==> config.mk <==
export PLATFORM = sky130hd
export DESIGN_NAME = rev_clock_gen
export DESIGN_NICKNAME = d
export VERILOG_FILES = /design/src/rtl/rcg_pkg.sv /design/src/rtl/rcg_divider.sv /design/src/rtl/rcg_mains_div.sv /design/src/rtl/rcg_phase_delay.sv /design/src/rtl/rev_clock_gen.sv
export SDC_FILE = /design/constraint.sdc
export NUM_CORES = 1
export LEC_CHECK = 0
export BUFFER_PORTS_ARGS = -buffer_cell sky130_fd_sc_hd__buf_2
export CAP_MARGIN = 20
export CORE_ASPECT_RATIO = 1.25
export CORE_MARGIN = 1.5
export CORE_UTILIZATION = 45
export CTS_CLUSTER_DIAMETER = 120
export DETAILED_ROUTE_END_ITERATION = 8
export PLACE_DENSITY = 0.64
export SLEW_MARGIN = 20
export SYNTH_ARGS = -nofsm -noshare
export SYNTH_HDL_FRONTEND = slang
export SYNTH_SLANG_ARGS = --single-unit
==> constraint.sdc <==
create_clock -name clk -period 14.8 [get_ports clk]
set_input_delay 2.22 -clock clk [delete_from_list [all_inputs] [get_ports clk]]
set_output_delay 2.22 -clock clk [all_outputs]
set_load 0.005 [all_outputs]
==> src/rtl/rcg_pkg.sv <==
package rcg_pkg;
  localparam int NSTRB    = 4;
  localparam int IDX_BR   = 0;
  localparam int IDX_SR   = 1;
  localparam int IDX_COIN = 2;
  localparam int IDX_REP  = 3;
  localparam int NDIV     = 3;
endpackage

==> src/rtl/rcg_divider.sv <==
module rcg_divider #(
  parameter int DIV = 207
) (
  input  logic clk,
  input  logic rst,
  input  logic sync_i,
  output logic tick_o,
  output logic wrap_o
);
  localparam int CW = (DIV > 1) ? $clog2(DIV) : 1;
  localparam logic [CW-1:0] LAST = CW'(DIV - 1);

  logic [CW-1:0] cnt_q;

  // wrap_o: the coming edge makes tick_o high
  assign wrap_o = (cnt_q == LAST) && !sync_i;

  always_ff @(posedge clk) begin
    if (rst || sync_i) begin
      cnt_q  <= '0;
      tick_o <= 1'b0;
    end else begin
      cnt_q  <= (cnt_q == LAST) ? '0 : cnt_q + 1'b1;
      tick_o <= (cnt_q == LAST);
    end
  end

  p_cnt_range_r2: assert property (@(posedge clk) disable iff (rst)
    cnt_q <= LAST);
  p_tick_at_zero_r2: assert property (@(posedge clk) disable iff (rst)
    tick_o |-> (cnt_q == '0));
  p_sync_quiet_r5: assert property (@(posedge clk) disable iff (rst)
    sync_i |=> !tick_o);
endmodule

==> src/rtl/rcg_mains_div.sv <==
module rcg_mains_div #(
  parameter int DW = 8
) (
  input  logic          clk,
  input  logic          rst,
  input  logic          mains_i,
  input  logic [DW-1:0] div_i,
  output logic          pulse_o
);
  logic          s1_q, s2_q, s3_q;
  logic          rise;
  logic [DW:0]   lim;
  logic [DW-1:0] cnt_q;

  assign rise = s2_q && !s3_q;
  assign lim  = (div_i == '0) ? (DW+1)'(1 << DW) : {1'b0, div_i};

  always_ff @(posedge clk) begin
    if (rst) begin
      s1_q    <= 1'b0;
      s2_q    <= 1'b0;
      s3_q    <= 1'b0;
      cnt_q   <= '0;
      pulse_o <= 1'b0;
    end else begin
      s1_q    <= mains_i;
      s2_q    <= s1_q;
      s3_q    <= s2_q;
      pulse_o <= 1'b0;
      if (rise) begin
        if ({1'b0, cnt_q} >= lim - 1'b1) begin
          cnt_q   <= '0;
          pulse_o <= 1'b1;
        end else begin
          cnt_q <= cnt_q + 1'b1;
        end
      end
    end
  end

  p_pulse_on_rise_r6: assert property (@(posedge clk) disable iff (rst)
    pulse_o |-> $past(rise));
  p_cnt_below_lim_r6: assert property (@(posedge clk) disable iff (rst)
    {1'b0, cnt_q} < lim || !$stable(div_i));
endmodule

==> src/rtl/rcg_phase_delay.sv <==
module rcg_phase_delay #(
  parameter int STEP_CYC = 12491,
  parameter int PW       = 8
) (
  input  logic          clk,
  input  logic          rst,
  input  logic          req_i,
  input  logic          coinc_wrap_i,
  input  logic [PW-1:0] phase_i,
  output logic          fire_o
);
  localparam int SW = $clog2(STEP_CYC + 1);
  localparam int DW = PW + SW;

  logic          pending_q, active_q;
  logic [DW-1:0] cnt_q;
  logic [DW-1:0] dly;
  logic          release_now;

  assign dly         = DW'(phase_i) * DW'(STEP_CYC);
  assign release_now = pending_q && coinc_wrap_i && !active_q;

  always_ff @(posedge clk) begin
    if (rst) begin
      pending_q <= 1'b0;
      active_q  <= 1'b0;
      cnt_q     <= '0;
      fire_o    <= 1'b0;
    end else begin
      fire_o <= 1'b0;
      if (release_now) begin
        pending_q <= req_i;
        if (dly == '0) begin
          fire_o <= 1'b1;
        end else begin
          active_q <= 1'b1;
          cnt_q    <= dly - 1'b1;
        end
      end else begin
        if (req_i) pending_q <= 1'b1;
        if (active_q) begin
          if (cnt_q == '0) begin
            active_q <= 1'b0;
            fire_o   <= 1'b1;
          end else begin
            cnt_q <= cnt_q - 1'b1;
          end
        end
      end
    end
  end

  p_fire_source_r8: assert property (@(posedge clk) disable iff (rst)
    fire_o |-> ($past(active_q) || $past(release_now)));
  p_fire_single_r8: assert property (@(posedge clk) disable iff (rst)
    fire_o |=> !fire_o || $past(release_now));
endmodule

==> src/rtl/rev_clock_gen.sv <==
module rev_clock_gen #(
  parameter int BR_DIV    = 207,
  parameter int SR_DIV    = 216,
  parameter int COINC_DIV = 4968,
  parameter int STEP_CYC  = 12491,
  parameter int MDIV_W    = 8,
  parameter int PHASE_W   = 8
) (
  input  logic                       clk,
  input  logic                       rst,
  input  logic                       sync_i,
  input  logic                       mains_i,
  input  logic [MDIV_W-1:0]          mains_div_i,
  input  logic [PHASE_W-1:0]         phase_i,
  input  logic [rcg_pkg::NSTRB-1:0]  dbus_en_i,
  output logic                       br_tick_o,
  output logic                       sr_tick_o,
  output logic                       coinc_tick_o,
  output logic                       rep_tick_o,
  output logic [rcg_pkg::NSTRB-1:0]  dbus_o
);
  import rcg_pkg::*;

  logic [NDIV-1:0]  tick, wrap;
  logic             mains_pulse;
  logic             rep;
  logic [NSTRB-1:0] strb;

  for (genvar g = 0; g < NDIV; g++) begin : g_div
    localparam int D = (g == IDX_BR) ? BR_DIV : (g == IDX_SR) ? SR_DIV : COINC_DIV;
    rcg_divider #(.DIV(D)) u_div (
      .clk    (clk),
      .rst    (rst),
      .sync_i (sync_i),
      .tick_o (tick[g]),
      .wrap_o (wrap[g])
    );
  end

  rcg_mains_div #(.DW(MDIV_W)) u_mains (
    .clk     (clk),
    .rst     (rst),
    .mains_i (mains_i),
    .div_i   (mains_div_i),
    .pulse_o (mains_pulse)
  );

  rcg_phase_delay #(.STEP_CYC(STEP_CYC), .PW(PHASE_W)) u_phase (
    .clk          (clk),
    .rst          (rst),
    .req_i        (mains_pulse),
    .coinc_wrap_i (wrap[IDX_COIN]),
    .phase_i      (phase_i),
    .fire_o       (rep)
  );

  assign strb = {rep, tick[IDX_COIN], tick[IDX_SR], tick[IDX_BR]};

  for (genvar i = 0; i < NSTRB; i++) begin : g_bus
    assign dbus_o[i] = strb[i] & dbus_en_i[i];
  end

  assign br_tick_o    = tick[IDX_BR];
  assign sr_tick_o    = tick[IDX_SR];
  assign coinc_tick_o = tick[IDX_COIN];
  assign rep_tick_o   = rep;

  p_coinc_aligned_r4: assert property (@(posedge clk) disable iff (rst)
    coinc_tick_o |-> (br_tick_o && sr_tick_o));
  p_reset_quiet_r1: assert property (@(posedge clk)
    rst |=> (strb == '0));
endmodule

; After elaboration in Yosys (flattened, before gate mapping)
; Index checks and enable logic that the tools add are counted.
[word_totals]
romBits = 0
mem_bits_rw = 0
latchBits = 0
memories = 0
output_inout_bits = 8
ff_bits = 69
inputBits = 24
[classes]
magnitude_cmp = 1
shifts = 0
n_eq_ne = 5
addsub = 7
muxes = 17
n_mul = 1
n_div = 0
n_bitwise = 5
n_reduce_logical = 18
[ops]
columns = operator, count
row1 = $mux 22, 4
row2 = $logic_not 22->1, 2
row3 = $sub 22x1->22 const B, 2
row4 = $add 8x1->8 const B, 3
row5 = $mul 8x14->22 const B, 1
row6 = $eq 8x8->1 const B, 2
row7 = $add 13x1->13 const B, 1
row8 = $eq 13x13->1 const B, 1
row9 = $mux 1, 11
row10 = $ge 8x9->1, 1
row11 = $mux 9, 1
row12 = $sub 9x1->9 const B, 1
row13 = $logic_not 8->1, 1
row14 = $mux 8, 1
row15 = $reduce_or 2->1, 4
row16 = $and 1x1->1, 4
row17 = $logic_and 1x1->1, 4
row18 = $reduce_bool 2->1, 2
row19 = $logic_not 1->1, 3
row20 = $reduce_and 3->1, 1
row21 = $ne 2x1->1 const B, 1
row22 = $ne 2x2->1 const B, 1
row23 = $logic_or 1x1->1, 1
row24 = $not 1->1, 1

; Longest topological paths before layout
; Gate-level depths: netlist (run 1).
[depth]
word_depth = 6
ltp_mapped = 22
depth_no_buf = 19

; Cells and area by module
; A second synthesis (run 1) with hierarchy kept.
[unflattened]
cells_unflattened = 774
area_unflattened_um2 = 6324.8
[by_module_without_submodules]
columns = module, area_each_um2, instances, seq_area_each_um2, cells_each
row1 = rcg_phase_delay, 4008.8, 1, 500.5, 518
row2 = rcg_mains_div, 827.0, 1, 240.2, 94
row3 = rcg_divider at g_div[2].u_div, 640.6, 1, 280.3, 70
row4 = rcg_divider at g_div[0].u_div, 426.7, 1, 180.2, 46
row5 = rcg_divider at g_div[1].u_div, 396.6, 1, 180.2, 42
row6 = rev_clock_gen, 25.0, 1, 0.0, 4

; Worst setup path after synthesis (run 1)
; Ideal clock, no wire load.
[synth_timing]
kind = in2reg
start = in phase_i[6]
end = reg u_phase.cnt_q[18]
cell_stages = 19
slack_ns = 7.471
n_path_buf = 0
arrival_ns = 7.255
required_ns = 14.726
cell_sequence = inv_1 ha_1 inv_1 fa_1 inv_1 fa_1 inv_1 fa_1 ha_1 a21o_1 and2_1 o31a_1 or3_4 a31oi_2 nand4_1 or4_4 or2_0 or4_1 a31oi_1
[synth_between]
elab_chain_cells = 4
elab_cells_between_ends = 7
[synth_lines]
columns = element, line
row1 = "start, declared", rev_clock_gen.sv:14  ; input logic [PHASE_W-1:0] phase_i,
row2 = $mul 8x14->22 *, rcg_phase_delay.sv:20  ; assign dly = DW'(phase_i) * DW'(STEP_CYC);
row3 = $sub 22x1->22 / $logic_not 22->1 (equally long branches), "rcg_phase_delay.sv:37, rcg_phase_delay.sv:33"
row4 = $mux 22 / $ne 2x2->1 (equally long branches), -
row5 = $mux 22 / $reduce_and 3->1 (equally long branches), -
row6 = "end signal, assigned", rcg_phase_delay.sv:37  ; cnt_q <= dly - 1'b1;
row7 = "end signal, assigned", rcg_phase_delay.sv:46  ; cnt_q <= cnt_q - 1'b1;
row8 = "end, declared", rcg_phase_delay.sv:16  ; logic [DW-1:0] cnt_q;
; Every way passes the cells marked *; elsewhere a longest branch is shown, timed or not. The select of a mux whose other input is x is not followed.
; A chain may end at the register's enable or synchronous reset.

; Worst setup path in the final report (run 1)
[layout_timing]
start = in phase_i[6]
end = reg u_phase.cnt_q[11]
; Same word-level chain as after synthesis.

==> qor.csv, run 1 <==
metric,value,unit
leakage,2.88,nW
fin_tns_setup,0,ps
avgSynthCellArea,8.08,sq um
core,0.0132,sq mm
numPortBuffers,31,
report.final.slew_viol_count,0,
holdPathStages,1,
wl,14.9,mm
crit_slowest_cell,nor2_1,
dp_hpwl,11.6,mm
worst_pin_slew,1030,ps
synth_fa_ha_area_share,20.7,%
clock-sinks,69,
setup_violations,0,
ctsHoldBuffers,0,
yosysMostFrequentCell,nor2_1,
gp_congestion,1.01,
synth_largest_area_cell,dfxtp_1,
critPathMaxFanout,15,
die_h,133,microns
p_seq_share,26.2,%
drt.antenna.violating_nets,0,
crit_path_frequent_cell,inv_1,
maxSlewHeadroom,31.3,%
finalCritPeriodShare,52.4,%
insertion_delay,330,ps
path_cells,buf_2 -> inv_1 -> ha_1 -> inv_1 -> fa_1 -> inv_1 -> fa_1 -> inv_1 -> fa_1 -> ha_1 -> a21o_1 -> and2_1 -> nor4b_1 -> o21ai_0 -> nand4_1 -> nor3b_1 -> nor4_2 -> nor2_1 -> a21boi_0 -> o31a_1,
h-tree-depth,3,
row_count,47,
ys_types,68,
power_switching,0.274,mW
r2r-end,u_phase.cnt_q[10],
ys_ff_latch,69,
drv_cap,0,
grt_max_degree,31,
synthFlopType,dfxtp_1,
antenna_found_initial,0,
syn_inst,748,
dieArea,0.0141,sq mm
required,15020,ps
layout-drive-gt1-share,8.42,%
ir_worst_vdd,69.8,uV
r2r-start,g_div[2].u_div.cnt_q[0],
drt_iter0_markers,372,
async_reset_ff_share,0,%
cts_resized,0,
die_w,107,microns
clkSlewWorstSetupHoldPaths,60,ps
status,"finished, final reports clean",
synthXorXnorAreaFrac,8.40,%
r2r_setup_slack,10620,ps
drt_pass1_iterations,5,
grt_usage,21.7,%
critPathMaxStageDelay,830,ps
synth_area_leaders,"dfxtp_1, ha_1, nor2_1",
num_antenna_cells,0,
grt_pass1_wl,25.2,mm
synth-compound-area-share,16.0,%
worstHoldStart,g_div[1].u_div.cnt_q[0],
synth_top_family_by_area,simple AND/OR/NAND/NOR gates,
synth_edf_count,0,
synth-warning-count,0,
routed_via_density,5.84,
start_kind,input pin,
synth.mux.area_fraction,1.03,%
endpoint_kind,flop,
area_growth,10.0,%
grt_pass1_vias,5402,
clkPwrFrac,32.3,%
grt-ovfl-total,0,
initial_core_util,45.9,%
max_freq,129,MHz
power_frac_comb,41.5,%
reg2reg_depth,12,
synth_simple_gate_area_share,26.7,%
holdWs,444,ps
nets,882,
startpoint,phase_i[6],
synth_top_area_share,22.8,%
path_class,in -> reg,
whs_endpoint,g_div[1].u_div.cnt_q[0],
swShare,38.2,%
fin_worst_skew,9.26,ps
cts_tree,built,
hold_viol_final,0,
worstPathArrival,7980,ps
numCtsBuffers,9,
rsz0062_at_grt,false,
io_pins,32,
internal-power,0.445,mW
synthTopCellsByCount,"nor2_1, ha_1, dfxtp_1",
period_needed,7760,ps
syn-cell-area,0.00605,sq mm
ys_seq_area_share,22.8,%
vias,5507,
detail_route.wl_per_cell,15.8,microns
clockRootBuffer,clkbuf_16,
cts_buffer_depth,2,
powerDensity,108,mW/mm^2
cts_setup_buffers,0,
drc,0,
min_path_type,reg -> reg,
syn-num-nets,863,
==> kinds of logic after synthesis <==
logic type	after synthesis
muxes	6
buffers and inverters	66
adders and majority gates	91
and+or+nand+nor	314
AOI/OAI and AO/OA	144
xor gates and xnor gates	58
DFF	69
==> metrics by stage <==
step                      setup slack [ps]  power [mW]  area [sq um]  cells  util (%)
after floorplan                       7470       0.417          6050    748         -
after global routing                  6590       0.769          6650    943      50.5
after CTS                             7040       0.719          6650    943      50.5
after global placement                6880       0.480          6330    927      48.0
after detailed placement              6690       0.485          6330    927      48.0
final                                 7040       0.719          6650    943      50.5
==> power groups by stage <==
stage	Sequential, mW	Combinational, mW	Clock [mW]
floorplan	0.192	0.225	0
global placement	0.192	0.288	0
detailed placement	0.192	0.292	0
CTS	0.188	0.295	0.236
global route	0.188	0.334	0.247
finish	0.188	0.298	0.232
==> worst max path at each step <==
stage | to | slack (ps) | cells after the start
after floorplan | u_phase.cnt_q[18] | 7470 | 19
after global placement | u_phase.cnt_q[11] | 6880 | 20
after detailed placement | u_phase.cnt_q[11] | 6690 | 20
final | u_phase.cnt_q[11] | 7040 | 20
after global routing | u_phase.cnt_q[11] | 6590 | 20
after CTS | u_phase.cnt_q[11] | 7040 | 20
==> per-layer routing <==
| layer | part of all wire (%) | GRT usage [%] |
|---|---|---|
| met5 | 0 | 0 |
| met4 | 3.9 | 11.6 |
| met3 | 3.8 | 2.36 |
| met1 | 43 | 26.0 |
| met2 | 50 | 37.5 |
==> worst max-delay path: cells and delay by family <==
kind / cells / cell delay [ps]
AND/OR/NAND/NOR: 6 / 2260
adder cells (fa/ha/maj): 5 / 2140
AO/OA/AOI/OAI: 4 / 1000
buffers and inverters: 5 / 370
==> cell usage in the layout, fill, tap and decap left out, types with 4 or more instances in the layout <==
cell / count
or2_2: 4
a211oi_1: 13
fa_1: 15
nor4_1: 14
or3_1: 6
nand4_1: 17
o21ai_0: 28
nor3_1: 26
ha_1: 76
nor3b_1: 4
buf_2: 31
a21oi_1: 33
a21o_1: 12
mux2i_1: 4
and2_1: 12
dfxtp_1: 69
clkbuf_16: 9
nor2_1: 85
o21bai_1: 4
or4_1: 6
and4_1: 6
nand2b_1: 10
inv_1: 40
a31oi_1: 9
xor2_1: 34
nand2_1: 57
and3_1: 15
o21a_1: 7
xnor2_1: 24
nor2b_1: 8
nand3_1: 29
==> final cells by class <==
type,instances,area [sq um]
clock inverter,7,98.8
tap,171,214
timing repair buffer,34,178
fill,1259,6520
sequential,69,1380
clock buffer,9,225
multi-input combinational,613,4400
inverter,40,150
==> sequential cells by signal (all words and copies together) (netlist names) <==
signal and cells:
u_mains.pulse_o 1, u_phase.cnt_q 22, u_mains.s3_q 1, g_div.u_div.tick_o 3
u_phase.active_q 1, u_phase.fire_o 1, u_mains.s2_q 1, g_div.u_div.cnt_q 29
u_mains.cnt_q 8, u_mains.s1_q 1, u_phase.pending_q 1
No activity file was read; power rests on OpenSTA's default activity.
==> run 2: changes to the inputs <==
Settings changed: PLACE_DENSITY 0.64 to 0.66.
Clock period 14.8 ns to 6.25 ns, I/O delays scaled along.
==> run 2 against run 1 <==
Compared with the run above: clock power up 140%; sequential share of layout area down 0.68 points; first-iteration DRC count up 9.1%; non-clock buffer count up 27; routed wire length up 2.7%; clock skew down 4.1 ps.
==> qor.csv, run 2 (synthesis results as in run 1) <==
metric,value,unit,change
crit_end,u_phase.cnt_q[18],,
largest_register_ffs,29,,unchanged
hold_viol_final,0,,unchanged
period_needed,5980,ps,
rsz0062_at_grt,false,,
drt_iter0_markers,406,,+9.1%
powerDensity,257,mW/mm^2,+140%
drc,0,,unchanged
nets,909,,+3.1%
routed_via_density,5.74,,-1.8%
drt.antenna.violating_nets,0,,unchanged
grt-ovfl-total,0,,unchanged
wl,15.3,mm,+2.7%
startpoint,phase_i[6],,
cts_setup_buffers,0,,unchanged
grt_pass1_vias,5533,,+2.4%
worst_pin_slew,749,ps,-277 ps
ctsHoldBuffers,0,,unchanged
row_count,47,,unchanged
grt_max_degree,31,,unchanged
required,6500,ps,-8520 ps
dp_hpwl,12.2,mm,+5.2%
grt_pass1_wl,25.5,mm,+1.3%
io_pins,32,,unchanged
endpoint_kind,flop,,
clock-sinks,69,,unchanged
vias,5563,,+1.0%
num_antenna_cells,0,,unchanged
critPathMaxFanout,5,,-10
initial_core_util,45.9,%,unchanged
insertion_delay,330,ps,about the same
leakage,3.02,nW,+5.1%
max_freq,167,MHz,
worstPathArrival,6230,ps,-1750 ps
final_common_cell,nor2_1,,
gp_congestion,0.937,,-7.1%
report.final.slew_viol_count,0,,unchanged
clockRootBuffer,clkbuf_16,,
numPortBuffers,31,,unchanged
maxSlewHeadroom,50.1,%,+19 points
fin_tns_setup,0,ps,unchanged
area_growth,13.7,%,
die_w,107,microns,unchanged
finalCritPeriodShare,95.7,%,
detail_route.wl_per_cell,15.8,microns,-0.15%
status,"finished, final reports clean",,
fin_worst_skew,5.18,ps,-4.08 ps
path_class,in -> reg,,
fin_total_pwr,1.77,mW,+150%
ir_worst_vdd,169,uV,+140%
h-tree-depth,3,,unchanged
grt_usage,22.0,%,+0.38 points
r2r-end,u_phase.cnt_q[21],,
top_register,g_div.u_div.cnt_q,,
dieArea,0.0141,sq mm,unchanged
antenna_found_initial,0,,unchanged
drt_pass1_iterations,5,,unchanged
min_path_type,reg -> reg,,
layout_common_cells,"nor2_1, ha_1, dfxtp_1",,
numCtsBuffers,9,,unchanged
cts_resized,0,,unchanged
cts_buffer_depth,2,,unchanged
reg_top3,"g_div.u_div.cnt_q (29), u_phase.cnt_q (22), u_mains.cnt_q (8)",,
setup_violations,0,,unchanged
start_kind,input pin,,
reg2reg_depth,12,,unchanged
clkSlewWorstSetupHoldPaths,50,ps,about the same
holdWs,439,ps,-4.99 ps
cts_tree,built,,
die_h,133,microns,unchanged
core,0.0132,sq mm,unchanged
r2r-start,g_div[2].u_div.cnt_q[0],,
drv_cap,0,,unchanged
r2r_setup_slack,2370,ps,-8250 ps
layout-drive-gt1-share,11.5,%,+3.1 points
[run 2: changes by cell type in the layout (fill, tap and decap cells not counted), sizes merged]
cell      change
buf          +27
inv           -1
clkinvlp      -1
clkbuf        +2
[run 2: per-layer routing]
layer,wire length [microns],GRT usage [%],vias up
met5,0,0,-
met4,538,10.4,0
met3,515,2.46,37
met2,7790,40.2,149
met1,6450,25.2,2591
li1,-,-,2786
[run 2: worst min path at each step]
stage | startpoint | end | slack (ps) | depth (start not counted)
6_report | g_div[1].u_div.cnt_q[0] | g_div[1].u_div.cnt_q[0] | 440 | 1
5_1_grt | u_mains.s1_q | u_mains.s2_q | 470 | 1
4_1_cts | g_div[1].u_div.cnt_q[0] | g_div[1].u_div.cnt_q[0] | 440 | 1
3_5_place_dp | u_mains.s1_q | u_mains.s2_q | 430 | 1
3_3_place_gp | g_div[1].u_div.cnt_q[0] | g_div[1].u_div.cnt_q[0] | 420 | 1
2_1_floorplan | u_mains.pulse_o | u_phase.pending_q | 410 | 2
[run 2: final cells by class]
type,instances,area [sq um]
clock inverter,5,82.6
multi-input combinational,613,4400
tap,171,214
fill,1277,6300
timing repair buffer,61,393
inverter,40,150
clock buffer,11,253
sequential,69,1380
[run 2: power breakdown]
part / internal [mW] / total [mW] / switching, mW
clock: 0.371 / 0.555 / 0.184
sequential: 0.443 / 0.446 / 0.00292
combinational: 0.300 / 0.767 / 0.467
[run 2: metrics by stage]
stage | std cells | setup WS (ps) | util [%] | instance area (sq um)
after global routing | 970 | 44.0 | 52.2 | 6880
after global placement | 954 | 89.2 | 49.7 | 6540
after floorplan | 748 | 204 | - | 6050
final | 970 | 268 | 52.2 | 6880
after detailed placement | 954 | -38.5 | 49.7 | 6540
after CTS | 970 | 314 | 52.2 | 6880
[run 2: critical path: stages]
cell and delay, ps:
buf_2 90, inv_1 40, ha_1 280, inv_1 70
fa_1 500, inv_1 50, fa_1 500, inv_1 50
fa_1 470, ha_1 310, buf_4 120, o211ai_1 80
o21bai_1 440, a21oi_1 210, and4_1 240, nor3_1 280
nand4_1 160, or4_4 520, or2_0 250, or4_1 470
a31oi_1 160
==> run 3: changes to the inputs <==
--- a/config.mk
+++ b/config.mk
@@ -13,5 +13,5 @@
 export CTS_CLUSTER_DIAMETER = 120
 export DETAILED_ROUTE_END_ITERATION = 8
-export PLACE_DENSITY = 0.66
+export PLACE_DENSITY = 0.64
 export SLEW_MARGIN = 20
 export SYNTH_ARGS = -nofsm -noshare
==> constraint.sdc (replaced) <==
create_clock -name clk -period 7 [get_ports clk]
set_input_delay 1.05 -clock clk [delete_from_list [all_inputs] [get_ports clk]]
set_output_delay 1.05 -clock clk [all_outputs]
set_load 0.01 [all_outputs]
==> run 3 against run 2 <==
Compared with the run above: critical path depth shrank 1; routed wire length is 1.8% lower; flip-flop and latch count unchanged; combinational power shrank 17%; first-iteration DRC count grew 2.0%; power shrank 19%; critical path type unchanged; highest routed layer unchanged.
==> qor.csv, run 3 (synthesis results as in run 1) <==
metric,value,unit,change
reg_top3,"g_div.u_div.cnt_q (29), u_phase.cnt_q (22), u_mains.cnt_q (8)",,
h-tree-depth,3,,unchanged
multi_input_area,0.00441,sq mm,about the same
routed_via_density,5.85,,+2.0%
drv_cap,0,,unchanged
clkSlewWorstSetupHoldPaths,50,ps,about the same
grt_max_degree,31,,unchanged
area_growth,9.48,%,
path_class,in -> reg,,
wl,15.0,mm,-1.8%
start_kind,input pin,,
max_freq,157,MHz,
cts_resized,0,,unchanged
fin_worst_skew,10.0,ps,+4.82 ps
drt_pass1_iterations,5,,unchanged
period_needed,6360,ps,
status,"finished, final reports clean",,
final_common_cell,nor2_1,,
worst_pin_slew,746,ps,-2.99 ps
worstPathArrival,6600,ps,+370 ps
cts_setup_buffers,0,,unchanged
clockRootBuffer,clkbuf_16,,
clock-sinks,69,,unchanged
gp_congestion,0.976,,+4.1%
layout-drive-gt1-share,8.65,%,-2.9 points
numCtsBuffers,9,,unchanged
regArea,0.00138,sq mm,unchanged
grt_pass1_vias,5403,,-2.3%
powerDensity,216,mW/mm^2,-16%
power_frac_comb,44.3,%,+0.9 points
nets,886,,-2.5%
p_seq_share,27.9,%,+2.7 points
internal-power,0.864,mW,-22%
fill_cells,1273,,-0.31%
grt_usage,21.8,%,-0.29 points
io_pins,32,,unchanged
required,7250,ps,+750 ps
initial_core_util,45.9,%,unchanged
hold_viol_final,0,,unchanged
critPathMaxFanout,5,,unchanged
utilization,50.2,%,-2.0 points
report.final.slew_viol_count,0,,unchanged
swShare,39.5,%,+2.5 points
min_path_type,reg -> reg,,
detail_route.wl_per_cell,15.9,microns,+0.66%
dieArea,0.0141,sq mm,unchanged
grt_pass1_wl,25.3,mm,-0.97%
ir_worst_vdd,162,uV,-4.1%
die_h,133,microns,unchanged
fin_tns_setup,0,ps,unchanged
drt.antenna.violating_nets,0,,unchanged
grt-ovfl-total,0,,unchanged
core,0.0132,sq mm,unchanged
num_antenna_cells,0,,unchanged
antenna_found_initial,0,,unchanged
finalCritPeriodShare,90.8,%,
setup_violations,0,,unchanged
insertion_delay,320,ps,about the same
cts_buffer_depth,2,,unchanged
clkPwrFrac,27.8,%,-3.6 points
drt_iter0_markers,414,,+2.0%
drc,0,,unchanged
fin_total_pwr,1.43,mW,-19%
top_register,g_div.u_div.cnt_q,,
place_ws,185,ps,+224 ps
largest_register_ffs,29,,unchanged
maxSlewHeadroom,50.3,%,+0.20 points
power_switching,0.565,mW,-14%
endpoint_kind,flop,,
numPortBuffers,31,,unchanged
ctsHoldBuffers,0,,unchanged
fin_ws,643,ps,+375 ps
leakage,2.87,nW,-5.2%
row_count,47,,unchanged
layout_common_cells,"nor2_1, ha_1, dfxtp_1",,
vias,5535,,-0.50%
cts_tree,built,,
dp_hpwl,11.7,mm,-4.1%
die_w,107,microns,unchanged
holdWs,440,ps,+0.923 ps
rsz0062_at_grt,false,,
## run 3: worst paths after layout
kind         slack (ps)                     from  depth (start not counted)                end
max                 640               phase_i[6]                         20  u_phase.cnt_q[18]
max reg2reg        2940  g_div[2].u_div.cnt_q[0]                         10  u_phase.cnt_q[18]
min reg2reg         440          u_mains.pulse_o                          2  u_phase.pending_q
min                 440          u_mains.pulse_o                          2  u_phase.pending_q
## run 3: critical path: stages
cell	delay (ps)
buf_2	140
inv_1	60
ha_1	270
inv_1	60
fa_1	500
inv_1	50
fa_1	500
inv_1	50
fa_1	470
ha_1	370
a21o_1	210
and2_1	200
o31a_1	330
or3_4	390
a31oi_2	280
nand4_1	230
or4_4	550
or2_0	240
or4_1	470
a31oi_1	160
## run 3: per-stage QoR
| step | area (sq um) | cells |
|---|---|---|
| global placement | 6360 | 931 |
| global route | 6620 | 946 |
| detailed placement | 6360 | 931 |
| finish | 6620 | 946 |
| floorplan | 6050 | 748 |
| CTS | 6620 | 946 |
## run 3: layer usage
metal  part of all wire (%)  wire [microns]  global-route usage, %  vias up
met5                      0               0                      0        -
met4                    3.5             526                   10.0        0
met3                    4.1             619                   2.76       42
met2                     51            7620                   38.9      167
met1                     42            6250                   25.6     2587
li1                       -               -                      -     2739
## run 3: final cells by class
cell class | instances | area share, %
multi-input cells | 613 | 66.6
well taps | 171 | 3.23
clock inverters | 4 | 0.397
repair buffers | 38 | 3.14
clock buffers | 11 | 3.52
flip-flops and latches | 69 | 20.9
inverters | 40 | 2.27
## run 3: power by group through the flow
stage          Sequential [mW]  Combinational, mW  Clock [mW]
2_1_floorplan            0.406              0.476           0
3_3_place_gp             0.407              0.607           0
3_5_place_dp             0.407              0.621           0
4_1_cts                  0.398              0.625       0.406
5_1_grt                  0.399              0.701       0.425
6_report                 0.398              0.633       0.397
